### src/rtl/cm_irq_pkg.sv
package cm_irq_pkg;
  localparam int REG_W    = 8;
  localparam int NUM_EVT  = 3;
  localparam int NUM_STS  = 3;

  // event slot order in the sticky bank
  localparam int EVT_TOUT = 0;
  localparam int EVT_LOCK = 1;
  localparam int EVT_SCM  = 2;

  // synchronized status vector order
  localparam int STS_LOCK  = 0;
  localparam int STS_TRACK = 1;
  localparam int STS_SCM   = 2;

  // register bit positions, decoded by software
  localparam int unsigned EVT_BIT [NUM_EVT] = '{7, 4, 1};
  localparam int unsigned BIT_POR        = 6;
  localparam int unsigned BIT_LOCK_LIVE  = 3;
  localparam int unsigned BIT_TRACK_LIVE = 2;
  localparam int unsigned BIT_SCM_LIVE   = 0;

  localparam int ADDR_EN  = 0;
  localparam int ADDR_FLG = 1;

  typedef logic [REG_W-1:0] reg_t;

  function automatic reg_t en_mask();
    reg_t m;
    m = '0;
    for (int i = 0; i < NUM_EVT; i++) m[EVT_BIT[i]] = 1'b1;
    return m;
  endfunction
endpackage

### src/rtl/cm_sync.sv
module cm_sync #(
  parameter int WIDTH  = 1,
  parameter int STAGES = 2
) (
  input  logic             clk_i,
  input  logic             rst_ni,
  input  logic [WIDTH-1:0] d_i,
  output logic [WIDTH-1:0] q_o
);
  logic [WIDTH-1:0] stg_q [STAGES];

  always_ff @(posedge clk_i or negedge rst_ni) begin
    if (!rst_ni) begin
      for (int s = 0; s < STAGES; s++) stg_q[s] <= '0;
    end else begin
      stg_q[0] <= d_i;
      for (int s = 1; s < STAGES; s++) stg_q[s] <= stg_q[s-1];
    end
  end

  assign q_o = stg_q[STAGES-1];
endmodule

### src/rtl/cm_change_det.sv
module cm_change_det #(
  parameter int WIDTH = 1
) (
  input  logic             clk_i,
  input  logic             rst_ni,
  input  logic [WIDTH-1:0] sig_i,
  output logic [WIDTH-1:0] chg_o
);
  logic [WIDTH-1:0] prev_q;

  always_ff @(posedge clk_i or negedge rst_ni) begin
    if (!rst_ni) prev_q <= '0;
    else         prev_q <= sig_i;
  end

  // any transition, either direction
  assign chg_o = sig_i ^ prev_q;
endmodule

### src/rtl/cm_sticky_bank.sv
module cm_sticky_bank #(
  parameter int N = 1
) (
  input  logic         clk_i,
  input  logic         rst_ni,
  input  logic [N-1:0] set_i,
  input  logic [N-1:0] clr_i,
  output logic [N-1:0] q_o
);
  logic [N-1:0] q;

  for (genvar i = 0; i < N; i++) begin : g_flag
    always_ff @(posedge clk_i or negedge rst_ni) begin
      if (!rst_ni) q[i] <= 1'b0;
      else         q[i] <= set_i[i] | (q[i] & ~clr_i[i]);  // set beats clear
    end
  end

  assign q_o = q;
endmodule

### src/rtl/cm_irq_ctrl.sv
module cm_irq_ctrl
  import cm_irq_pkg::*;
#(
  parameter int ADDR_W      = 2,
  parameter int SYNC_STAGES = 2
) (
  input  logic              clk_i,
  input  logic              rst_ni,
  input  logic              por_ni,
  input  logic [ADDR_W-1:0] addr_i,
  input  logic              wr_i,
  input  logic [REG_W-1:0]  wdata_i,
  output logic [REG_W-1:0]  rdata_o,
  input  logic              tout_i,
  input  logic              lock_i,
  input  logic              track_i,
  input  logic              scm_i,
  output logic              irq_o
);
  localparam reg_t EN_MASK = en_mask();

  logic               rst_all_n;
  logic [NUM_STS-1:0] sts_raw, sts_s;
  logic [1:0]         chg;
  logic [NUM_EVT-1:0] evt_set, evt_clr, evt_q, en_q;
  logic               por_q;
  logic               wr_en, wr_flg;
  logic               lock_live, track_live, scm_live;
  reg_t               en_rd, flg_rd;

  // power-on also acts as a full reset for all but the power-on flag
  assign rst_all_n = rst_ni & por_ni;

  assign wr_en  = wr_i && (addr_i == ADDR_W'(ADDR_EN));
  assign wr_flg = wr_i && (addr_i == ADDR_W'(ADDR_FLG));

  assign sts_raw[STS_LOCK]  = lock_i;
  assign sts_raw[STS_TRACK] = track_i;
  assign sts_raw[STS_SCM]   = scm_i;

  cm_sync #(.WIDTH(NUM_STS), .STAGES(SYNC_STAGES)) i_sync (
    .clk_i  (clk_i),
    .rst_ni (rst_all_n),
    .d_i    (sts_raw),
    .q_o    (sts_s)
  );

  cm_change_det #(.WIDTH(2)) i_chg (
    .clk_i  (clk_i),
    .rst_ni (rst_all_n),
    .sig_i  ({sts_s[STS_SCM], sts_s[STS_LOCK]}),
    .chg_o  (chg)
  );

  assign evt_set[EVT_TOUT] = tout_i;
  assign evt_set[EVT_LOCK] = chg[0];
  assign evt_set[EVT_SCM]  = chg[1];

  for (genvar i = 0; i < NUM_EVT; i++) begin : g_clr
    assign evt_clr[i] = wr_flg & wdata_i[EVT_BIT[i]];
  end

  cm_sticky_bank #(.N(NUM_EVT)) i_flags (
    .clk_i  (clk_i),
    .rst_ni (rst_all_n),
    .set_i  (evt_set),
    .clr_i  (evt_clr),
    .q_o    (evt_q)
  );

  for (genvar i = 0; i < NUM_EVT; i++) begin : g_en
    always_ff @(posedge clk_i or negedge rst_all_n) begin
      if (!rst_all_n)  en_q[i] <= 1'b0;
      else if (wr_en)  en_q[i] <= wdata_i[EVT_BIT[i]];
    end
  end

  // survives the ordinary reset
  always_ff @(posedge clk_i or negedge por_ni) begin
    if (!por_ni)                        por_q <= 1'b1;
    else if (wr_flg && wdata_i[BIT_POR]) por_q <= 1'b0;
  end

  assign scm_live   = sts_s[STS_SCM];
  assign lock_live  = sts_s[STS_LOCK]  & ~scm_live;
  assign track_live = sts_s[STS_TRACK] & ~scm_live;

  always_comb begin
    en_rd  = '0;
    flg_rd = '0;
    for (int i = 0; i < NUM_EVT; i++) begin
      en_rd[EVT_BIT[i]]  = en_q[i];
      flg_rd[EVT_BIT[i]] = evt_q[i];
    end
    en_rd                  = en_rd & EN_MASK;
    flg_rd[BIT_POR]        = por_q;
    flg_rd[BIT_LOCK_LIVE]  = lock_live;
    flg_rd[BIT_TRACK_LIVE] = track_live;
    flg_rd[BIT_SCM_LIVE]   = scm_live;
  end

  always_comb begin
    if (addr_i == ADDR_W'(ADDR_EN))       rdata_o = en_rd;
    else if (addr_i == ADDR_W'(ADDR_FLG)) rdata_o = flg_rd;
    else                                  rdata_o = '0;
  end

  assign irq_o = |(evt_q & en_q);
endmodule

### config.mk
export PLATFORM = sky130hd
export DESIGN_NAME = cm_irq_ctrl
export DESIGN_NICKNAME = d
export VERILOG_FILES = /design/src/rtl/cm_irq_pkg.sv /design/src/rtl/cm_sync.sv /design/src/rtl/cm_change_det.sv /design/src/rtl/cm_sticky_bank.sv /design/src/rtl/cm_irq_ctrl.sv
export SDC_FILE = /design/constraint.sdc
export NUM_CORES = 1
export LEC_CHECK = 0
export CAP_MARGIN = 20
export CELL_PAD_IN_SITES_DETAIL_PLACEMENT = 2
export CELL_PAD_IN_SITES_GLOBAL_PLACEMENT = 2
export CORE_ASPECT_RATIO = 0.7
export CORE_UTILIZATION = 27
export DETAILED_ROUTE_END_ITERATION = 10
export MAX_ROUTING_LAYER = met4
export PLACE_DENSITY_LB_ADDON = 0.12
export SYNTH_ARGS = -nofsm -noshare
export SYNTH_HDL_FRONTEND = slang
export SYNTH_SLANG_ARGS = --single-unit
### constraint.sdc
create_clock -name clk_i -period 1.5 [get_ports clk_i]
set_input_delay 0.225 -clock clk_i [delete_from_list [all_inputs] [get_ports clk_i]]
set_output_delay 0.225 -clock clk_i [all_outputs]
set_load 0.1 [all_outputs]
# ---- Word-level counts from Yosys, hierarchy flattened
# Cells that the tools add are included.
dict set report word_totals {
  in_bits 18
  out_inout_bits 9
  wordCells 36
  register_bits 15
}
dict set report op_classes {
  n_eq_ne 1
  n_reduce_logical 5
  mux 2
  bitwise 18
}
# op n
set op_table {}
lappend op_table {{8-bit 2-to-1 mux} 2}
lappend op_table {{1-bit AND} 9}
lappend op_table {{1-bit NOT} 4}
lappend op_table {{3-bit AND} 1}
lappend op_table {{1-bit logical AND} 3}
lappend op_table {{1-bit bitwise OR} 3}
lappend op_table {{3-bit OR reduction} 1}
lappend op_table {{2-bit by 1-bit equality test with 1-bit output, second input constant} 1}
lappend op_table {{2-bit logical NOT} 1}
lappend op_table {{2-bit XOR} 1}

# ---- Longest topological paths before layout
dict set report logic_depth {
  ltp_word 6
  mapped_depth 3
  mapped_depth_nobuf 2
}

# ---- Hierarchy
# Synthesis repeated with hierarchy kept, for this count alone.
dict set report unflattened {
  cells_unflattened 52
  hier_area_um2 664.4
}
# mod area_per_inst_um2 cells_each seq_area_each_um2 n_inst
set modules_own_cells {}
lappend modules_own_cells {cm_irq_ctrl 315.3 30 101.3 1}
lappend modules_own_cells {cm_sync 172.7 9 150.1 1}
lappend modules_own_cells {cm_sticky_bank 108.9 9 75.1 1}
lappend modules_own_cells {cm_change_det 67.6 4 50.0 1}

# ---- Least setup slack after synthesis
# Ideal clock, no wire load.
dict set report synth_timing {
  kind {input-to-output}
  from {input addr_i[0]}
  to {output rdata_o[1]}
  arrival_ps 1710
  stages 3
  slack_ps -435
  n_path_buf 1
  required_time_ps 1275
  cell_sequence {buf_6 -> mux2i_1 -> nor2_1}
}
dict set report synth_via {
  elab_chain_len 3
  word_cells_on_any_way 4
  cone_classes {1 x eq/ne; 2 x mux; 1 x reduce/logical}
}
# item line
set synth_rtl {}
lappend synth_rtl {{start, declared} cm_irq_ctrl.sv:10} ;# input logic [ADDR_W-1:0] addr_i,
lappend synth_rtl {{2-bit by 1-bit equality test with 1-bit output} cm_irq_ctrl.sv:104} ;# else if (addr_i == ADDR_W'(ADDR_FLG)) rdata_o = flg_rd;
lappend synth_rtl {{8-bit 2-to-1 mux} cm_irq_ctrl.sv:104}
lappend synth_rtl {{8-bit 2-to-1 mux (*)} cm_irq_ctrl.sv:103} ;# if (addr_i == ADDR_W'(ADDR_EN)) rdata_o = en_rd;
lappend synth_rtl {{end, declared} cm_irq_ctrl.sv:13} ;# output logic [REG_W-1:0] rdata_o,
# Mark *: on every way between the ends. The rest lies on a longest branch, timed or not.

# ---- Worst setup path after layout
dict set report layout_timing {
  from {register i_flags.q[2], in the netlist i_flags.q_o[2]}
  to {output irq_o}
}
dict set report layout_via {
  elab_chain_len 2
}
# item line
set layout_rtl {}
lappend layout_rtl {{start, declared} cm_sticky_bank.sv:10} ;# logic [N-1:0] q;
lappend layout_rtl {{start signal, assigned by index} cm_sticky_bank.sv:15} ;# else q[i] <= set_i[i] | (q[i] & ~clr_i[i]);
lappend layout_rtl {{3-bit AND} cm_irq_ctrl.sv:108} ;# assign irq_o = |(evt_q & en_q);
lappend layout_rtl {{3-bit OR reduction} cm_irq_ctrl.sv:108}
lappend layout_rtl {{end, declared} cm_irq_ctrl.sv:18} ;# output logic irq_o
# Every way passes these cells.

==> out/metrics.yaml <==
grt_pass1_vias: 523
clockBufferDepth: 2
synth_nets: 65
die_height_um: 42.4
synth-warning-count: 0
cp-start-kind: "flip-flop"
multi_input_comb_area_um2: 243
hold_violations: 0
clock_tree_from_tritoncts: "done"
firstDrtPassIters: 4
gr-usage-all-layers: 0.157
post-synth-top-area-cell: "dfrtp_1"
critPathArrivalTime_ps: 1340
capturing_instance_or_port_of_the_critical_path: "irq_o"
setup_cp_type: "flip-flop to output pin"
final_layout_size_suffix_gt1_frac: 0.436
rr_startpoint: "i_sync.q_o[2]$_DFF_PN0_"
io_pins: 27
ir_worst_vdd_uv: 483
area_fraction_in_and_or_nand_and_nor_cells_after_synthesis: 0.153
num-nets-final: 97
ff2ff_setup_slack_ps: 640
netlist_area_um2: 628
worst-r2r-cell-count: 2
destination_of_the_worst_register_to_register_timing_path: "i_flags.q_o[2]$_DFF_PN0_"
multiplexer_area_fraction_after_synthesis: 0.102
num_vias: 473
finish.utilization: 0.484
synthToLayoutAreaGrowth_pct: 67.5
ys_ff_latch: 15
worst_path_top_cell_family_by_delay: "flip-flops"
buffer_ports.inserted: 21
avgRoutedWirePerCell_um: 13.6
postRouteWirelength_mm: 1.49
cts_num_sinks: 15
synth_async_sr_flop_share: 1.00
placement.cell_area_um2: 997
synth_fa_ha_area_frac: 0
ctsRootBufferMaster: "clkbuf_4"
die_area_um2: 2530
grt_overflow_total: 0
status: "finished with violations"
clock_skew_ps: 0.276
synth_top_cell_area_share: 0.558
path_max_fanout: 2
cts_inserted_buffers: 3
num-fill-cells: 218
antenna-diode-count: 0
synth_compound_gate_area_share: 0.0637
row_count: 14
yosys_most_used_dff: "dfrtp_1"
critical_path_cell_count: 3
dp.final_hpwl_mm: 1.14
cap_viol_max_count: 0
floorplan.die.width_um: 59.7
grt_antenna_before_repair: 0
setup_viol_count_final: 1
post_synth_most_frequent_cells: "14 x dfrtp_1, 4 x nor2_1"
drt-vias-per-instance: 4.30
clk-insertion-delay-late_ps: 290
synth_top_family_by_area: "simple AND/OR/NAND/NOR gates"
synth.lib_cells_used.distinct: 19
syn-instance-count: 47
clk_transition_reported_paths_ps: 90
synth-seq-area-share: 0.600
leakage_power_nw: 0.458
critical_path.cell_chain: "a222oi_1, inv_1, buf_12"
grt_max_degree: 15
yosys-top-cells-area: "dfrtp_1 56%, mux2_2 5.4%, mux2i_1 4.8%, dfstp_2 4.2%, and2_1 3.0%"
final_cell_area_um2: 1050
period_needed_ps: 1570
slew_violations: 0
cts_max_level: 1
rsz_0062_raised_after_global_routing: "yes"
cpPeakStageDelay_ps: 400
totalPowerFinal_mw: 1.05
worst_path_max_delay_cell: "dfrtp_1"
synthMostInstantiatedCell: "dfrtp_1"
worst-endpoint-required_ps: 1270
worstPathBufferInverterCount: 2
coreArea_um2: 2170
number_of_synthesized_flops_with_an_enable_pin: 0
first_pass_grt_wire_length_mm: 2.54
drc_errors: 0
min_delay_worst_type: "input port to asynchronous set/reset pin"
timing.final.ws_setup_ps: -66.9
power_density_nw_per_um2: 994
place_worst_setup_slack_ps: -165
cp-end-kind: "output pin"
place_congestion: 0.736
violated_checks: "negative setup slack"
avgSynthCellArea_um2: 13.4
max_freq_mhz: 638
effective_utilization_at_floorplan: 0.289
yosys.area_share.xor_xnor: 0.0279
drt_iter0_markers: 12
final_antenna_net_count: 0
setup.worst_path.start: "i_flags.q_o[2]$_DFF_PN0_"
area_taken_by_flip_flops_and_latches_um2: 377
timing.final.crit_share: 1.04
metal layers:
| layer | track usage | vias to the layer above | wire length (µm) |
|---|---|---|---|
| li1 | - | 224 | - |
| met1 | 0.196 | 231 | 678 |
| met2 | 0.213 | 14 | 694 |
| met3 | 0.0648 | 4 | 81 |
| met4 | 0.0837 | 0 | 36 |
| met5 | - | - | 0 |
placed cells by master (no fill, tap or decap), drive strengths merged:
cell and n:
conb 1, nor2b 1, nor2 4, mux2 3, xor2 2, buf 16, clkbuf 3, and2 3
clkdlybuf4s50 11, mux2i 3, a222oi 1, dfrtp 14, dfstp 1, a31oi 1, a41oi 1, a21o 2
inv 3, and3b 2, clkinvlp 1, nor3b 1, nand4b 2, dlygate4sd2 2
metrics by stage:
| stage | setup TNS, ps | hold slack (ps) | cells |
|---|---|---|---|
| 2_1_floorplan | 0 | 77.2 | 47 |
| 3_3_place_gp | -915 | 333 | 104 |
| 3_5_place_dp | -1100 | 337 | 104 |
| 4_1_cts | -86.5 | 245 | 110 |
| 5_1_grt | -189 | 243 | 110 |
| 6_report | -66.9 | 255 | 110 |
cell families (layout without fill, tap and decap cells):
family,Yosys count,count (layout)
xor+xnor,2,2
simple gates,13,13
buf+inv,5,36
mux,6,6
compound gates,5,5
flops,15,15
other cells,1,1
cell type report:
| cell class | instances | area share |
|---|---|---|
| clock buffer | 3 | 0.0214 |
| clock inverter | 1 | 0.00713 |
| inverter | 3 | 0.0107 |
| multi-input combinational | 27 | 0.231 |
| sequential | 15 | 0.358 |
| tap | 32 | 0.0380 |
| timing repair buffer | 29 | 0.334 |
sequential cells by signal, summed over array words and instances, names as in the netlist:
| name | count |
|---|---|
| i_sync.stg_q | 3 |
| por_q | 1 |
| en_q | 3 |
| i_flags.q_o | 3 |
| i_sync.q_o | 3 |
| i_chg.prev_q | 2 |
power breakdown:
part | leakage (nW) | internal, mW | switching (mW)
registers | 0.177 | 0.436 | 0.0236
clock network | 0.0139 | 0.102 | 0.138
logic | 0.267 | 0.145 | 0.201
repair_timing:
action                     4_1_cts  5_1_grt
gates resized for setup          5        0
setup endpoints to repair        8        2
pin swaps                        2        0
buffers inserted                 2        0
cloned                           0        0
hold buffers                     0        0
worst min-delay path by stage:
stage | end | slack [ps] | startpoint | depth (start not counted)
final | por_q$_DFFE_PN1P_ | 250 | por_ni | 1
after global routing | por_q$_DFFE_PN1P_ | 240 | por_ni | 1
after CTS | por_q$_DFFE_PN1P_ | 250 | por_ni | 1
after detailed placement | i_sync.q_o[0]$_DFF_PN0_ | 340 | i_sync.stg_q[3]$_DFF_PN0_ | 0
after global placement | i_sync.q_o[2]$_DFF_PN0_ | 330 | i_sync.stg_q[5]$_DFF_PN0_ | 0
after floorplan | por_q$_DFFE_PN1P_ | 80 | por_ni | 0
(Power assumes the default switching activity.)
